==> config.mk <==
export PLATFORM = sky130hd
export DESIGN_NAME = mff_unit
export DESIGN_NICKNAME = d
export VERILOG_FILES = /design/src/rtl/mff_pkg.sv /design/src/rtl/mff_locate.sv /design/src/rtl/mff_compose.sv /design/src/rtl/mff_unit.sv
export SDC_FILE = /design/constraint.sdc
export NUM_CORES = 1
export LEC_CHECK = 0
export CAP_MARGIN = 0
export CORE_MARGIN = 4
export CORE_UTILIZATION = 38
export CTS_BUF_LIST = sky130_fd_sc_hd__clkbuf_16
export CTS_CLUSTER_DIAMETER = 40
export DETAILED_ROUTE_END_ITERATION = 8
export PLACE_DENSITY = 0.83
export SLEW_MARGIN = 0
export SYNTH_ARGS = -nofsm -noshare
export SYNTH_HDL_FRONTEND = slang
export SYNTH_SLANG_ARGS = --single-unit
==> constraint.sdc <==
create_clock -name clk -period 1.55 [get_ports clk]
set_input_delay 0.3875 -clock clk [delete_from_list [all_inputs] [get_ports clk]]
set_output_delay 0.3875 -clock clk [all_outputs]
set_load 0.01 [all_outputs]
==> src/rtl/mff_pkg.sv <==
package mff_pkg;

  typedef enum logic [1:0] {
    MFF_BEFORE = 2'b00,
    MFF_INCL   = 2'b01,
    MFF_ONLY   = 2'b10,
    MFF_KEEP   = 2'b11
  } mff_mode_e;

endpackage

==> src/rtl/mff_locate.sv <==
// Prefix scan from index 0 upward over the predicated source.
module mff_locate #(
  parameter int VL = 8
) (
  input  logic [VL-1:0] src_mask,
  input  logic [VL-1:0] pred_mask,
  output logic [VL-1:0] first_oh,
  output logic [VL-1:0] open_pfx
);

  logic [VL-1:0] eff;
  logic [VL-1:0] seen;

  assign eff = src_mask & pred_mask;

  genvar gi;
  generate
    for (gi = 0; gi < VL; gi++) begin : g_scan
      if (gi == 0) begin : g_lo
        assign seen[gi] = 1'b0;
      end else begin : g_hi
        assign seen[gi] = seen[gi-1] | eff[gi-1];
      end
      assign first_oh[gi] = eff[gi] & ~seen[gi];
      assign open_pfx[gi] = ~seen[gi];
    end
  endgenerate

endmodule

==> src/rtl/mff_compose.sv <==
// Chooses the per-mode value and merges it with the old destination.
module mff_compose #(
  parameter int VL = 8
) (
  input  mff_pkg::mff_mode_e mode,
  input  logic [VL-1:0]      first_oh,
  input  logic [VL-1:0]      open_pfx,
  input  logic [VL-1:0]      pred_mask,
  input  logic [VL-1:0]      old_dest,
  output logic [VL-1:0]      dest_nxt
);
  import mff_pkg::*;

  logic [VL-1:0] val;

  always_comb begin
    case (mode)
      MFF_BEFORE: val = open_pfx & ~first_oh;
      MFF_INCL:   val = open_pfx;
      MFF_ONLY:   val = first_oh;
      default:    val = old_dest;
    endcase
    dest_nxt = (pred_mask & val) | (~pred_mask & old_dest);
  end

endmodule

==> src/rtl/mff_unit.sv <==
module mff_unit #(
  parameter int VL = 8
) (
  input  logic          clk,
  input  logic          rst_n,
  input  logic          in_valid,
  input  logic [1:0]    mode,
  input  logic [VL-1:0] src_mask,
  input  logic [VL-1:0] pred_mask,
  input  logic [VL-1:0] old_dest,
  output logic          out_valid,
  output logic [VL-1:0] out_dest
);
  import mff_pkg::*;

  mff_mode_e     mode_e;
  logic [VL-1:0] first_oh;
  logic [VL-1:0] open_pfx;
  logic [VL-1:0] dest_nxt;
  logic [VL-1:0] dest_d;
  logic          vld_d;

  assign mode_e = mff_mode_e'(mode);

  mff_locate #(.VL(VL)) u_locate (
    .src_mask  (src_mask),
    .pred_mask (pred_mask),
    .first_oh  (first_oh),
    .open_pfx  (open_pfx)
  );

  mff_compose #(.VL(VL)) u_compose (
    .mode      (mode_e),
    .first_oh  (first_oh),
    .open_pfx  (open_pfx),
    .pred_mask (pred_mask),
    .old_dest  (old_dest),
    .dest_nxt  (dest_nxt)
  );

  // next state: clock enable on in_valid
  always_comb begin
    vld_d  = in_valid;
    dest_d = in_valid ? dest_nxt : out_dest;
  end

  always_ff @(posedge clk or negedge rst_n) begin
    if (!rst_n) begin
      out_valid <= 1'b0;
      out_dest  <= '0;
    end else begin
      out_valid <= vld_d;
      out_dest  <= dest_d;
    end
  end

  // one-cycle latency of the valid flag
  a_r2_latency: assert property (@(posedge clk) disable iff (!rst_n)
    in_valid |=> out_valid);
  a_r2_idle: assert property (@(posedge clk) disable iff (!rst_n)
    !in_valid |=> !out_valid);
  // inactive bits come from the old destination
  a_r3_inactive_kept: assert property (@(posedge clk) disable iff (!rst_n)
    in_valid |=> ((out_dest ^ $past(old_dest)) & ~$past(pred_mask)) == '0);
  // only-first leaves at most one active bit set
  a_r7_single: assert property (@(posedge clk) disable iff (!rst_n)
    (in_valid && mode == 2'b10) |=> $countones(out_dest & $past(pred_mask)) <= 1);
  // pass-through code
  a_r9_keep: assert property (@(posedge clk) disable iff (!rst_n)
    (in_valid && mode == 2'b11) |=> out_dest == $past(old_dest));
  // hold while idle
  a_r10_hold: assert property (@(posedge clk) disable iff (!rst_n)
    !in_valid |=> $stable(out_dest));

endmodule

==> metrics.md <==
| Metric | Value |
|---|---|
| CP top delay family | buffers and inverters |
| Syn_nets | 103 |
| Layout cell share with drive strength beyond 1 | approximately 15% |
| Post-synth top area share | between 30% and 40% |
| Critical Path RT | 1.16 ns |
| Max frequency | approximately 650 MHz |
| Post-CTS setup buffer count | 0 |
| Count leader, synth | nand2_1 |
| Worst reg2reg setup slack | 0.84 ns |
| CP arrival | 1.15 ns |
| Vias per inst | 5.408 |
| Endpoints failing hold | 0 |
| DRC Markers | 0 |
| Post-synth ARST share | between 90% and 100% |
| CP peak stage delay | 0.56 ns |
| Total gr overflow | 0 |
| Period utilization | a little over nine tenths |
| Worst IR Drop VDD | 573.5 µV |
| CP startpoint kind | flip-flop |
| Largest net degree at the start of global routing | 18 |
| Number of synthesized flops with an enable pin | 0 |
| Clock Sinks | 9 |
| FF-to-FF path depth | 2 |
| Nets@finish | 156 |
| Post-route antenna net violation count | 0 |
| Synthesized area | about 600 µm² |
| Max Cap Violations | 0 |
| Sequential area share after synthesis | 37.42% |
| Clk Latency, worst-skew pair | ~0.23 ns |
| Final Critical Period | 1.534 ns |
| Worst-path clk slew | 0.04 ns |
| Worst-case hold slack | between 0.4 and 0.5 ns |
| # fillers | ~110 |
| Pwr per Cell Area | 862.6 nW/µm² |
| Synth top area cells | dfrtp_1, xnor2_1, nand2_1 |
| First-pass GRT wire length | 2918 µm |
| Worst-path fanout max | 2 |
| Initial antenna violation count | 0 |
| Yosys cell types | 23 |
| Run status | finished, final reports clean |
| Yosys reg bits | 9 |
| Max Slew Vio Count | 0 |
| Hold WC Path Type | in2async |
| Vias | 768 |
| # IOs | 38 |
| Setup TNS | 0 ns |
| Post-detail-place hpwl | roughly 1600 µm |
| Initial Util | between 30% and 40% |
| Ant diodes | 0 |
| Pleak | about 0.57 nW |
| Worst setup EP type | output port |
| FF-to-FF Start | out_dest[0] |
| Syn Inst Count | 74 |
| Vias in the first global route | 708 |
| Root buf cell | clkbuf_16 |
| WL final | 2432 µm |
| Initial DRC count | 32 |
| Die Y-Extent | 47.80 µm |
| Die footprint | ~2300 µm² |
| Crit path cell chain | clkdlybuf4s50_1 |
| DR pass1 iterations | 6 |
| Drt wl/cell | 17.13 µm |
| Die Wd | 47.80 µm |
| RSZ-0062 raised after global routing | false |
| Synth cell count leaders | nand2_1, dfrtp_1, nand3_1 |
| Post-CTS resize count | 0 |
| GRT Util Overall | 18.35% |
| CTS tree | yes |
| Reg-to-reg endpoint | out_dest[0] |
| Worst path slowest cell | clkdlybuf4s50_1 |
| Buf/Inv on CP | 1 |
| Routability Congestion | between 0.7 and 0.8 |
| Num rows | 14 |
| Post-CTS Hold Fix Bufs | 0 |
| Area delta synth->final | 97.30% |
| YS warnings | 0 |
| Total CTS buffers | 3 |
| Most used DFF post-synth | dfrtp_1 |
| Htree depth | 1 |
| Mapped Avg Cell Area | approximately 8 µm² |
| Number of buffers added on ports | 37 |
| Area leader, netlist | dfrtp_1 |
| CTS max path bufs | 2 |
| Worst-Margin Slew | 0.4132 ns |
| Slew HR | 72.37% |
| Core region area | 1506 µm² |
| CP Class | reg2out |
| Clock skew | 0 ns |
| Final setup vio count | 0 |
## metrics by stage
stage | instance area, µm² | power (W) | util (%) | instances | worst slack, ns
floorplan | 601.8 | 0.0003736 | - | 74 | 0.2530
global route | 1187 | 0.001055 | 78.82 | 142 | 0.0008067
detailed placement | 1085 | 0.0005572 | 72.01 | 138 | -0.2275
global placement | 1085 | 0.0005473 | 72.01 | 138 | -0.2059
CTS | 1164 | 0.001002 | 77.24 | 142 | 0.01087
finish | 1187 | 0.001024 | 78.82 | 142 | 0.01566
## how the worst max path moves through the flow
stage | from | endpoint | cells after the start
detailed placement | pred_mask[0] | out_dest[6] | 5
global route | out_dest[4] | out_dest[4] | 1
global placement | pred_mask[0] | out_dest[6] | 5
CTS | pred_mask[0] | out_dest[6] | 5
finish | out_dest[6] | out_dest[6] | 1
floorplan | pred_mask[0] | out_dest[6] | 4
## area by class of cell
cell class                      instances  area, µm²  area share, %
Sequential cell                         9      225.2          18.97
Timing Repair Buffer                   51      493.0          41.52
Tap cell                               16      20.02          1.686
Inverter                                3      11.26         0.9484
Clock buffer                            3      75.07          6.322
Multi-Input combinational cell         59      359.1          30.24
Clock inverter                          1      3.754         0.3161
## placed cells by master, fill, tap and decap left out, drive strengths merged
master         netlist  layout
o21ai                1       1
nand3                9       9
nand4                1       1
a222oi               1       1
clkdlybuf4s50        0      30
dlymetal6s2s         0       7
a21boi               1       1
a21oi                3       3
buf                  2      14
clkbuf               1       3
o221ai               2       2
inv                  3       4
dfrtp                9       9
nand2b               2       2
and3                 1       1
nor2                 3       3
a32oi                3       3
xnor2                7       7
nand3b               1       1
a21o                 1       1
a22oi                1       1
nand2               14      14
xor2                 1       1
nor2b                7       7
## layer usage
layer	up-vias	GRT usage, %	wire (µm)
li1	361	-	-
met1	363	19.20	902
met2	34	36.41	1308
met3	10	2.256	124
met4	0	6.452	96
met5	-	0	0
## state kept, by name, indices dropped and copies added (netlist names)
signal / cells
out_valid: 1
out_dest: 8
## cells by family after synthesis
family	synth area share, %
AND/OR/NAND/NOR	30.77
AO/OA/AOI/OAI	16.22
flip-flops	37.42
XOR/XNOR	11.64
buffers and inverters	3.948
## report_power, final
| part | internal (W) | switching [W] |
|---|---|---|
| clock network | 0.000338 | 0.000121 |
| registers | 0.000261 | 0.0000153 |
| logic | 0.000171 | 0.000118 |
Note: power is estimated with default switching activity, not from simulation.
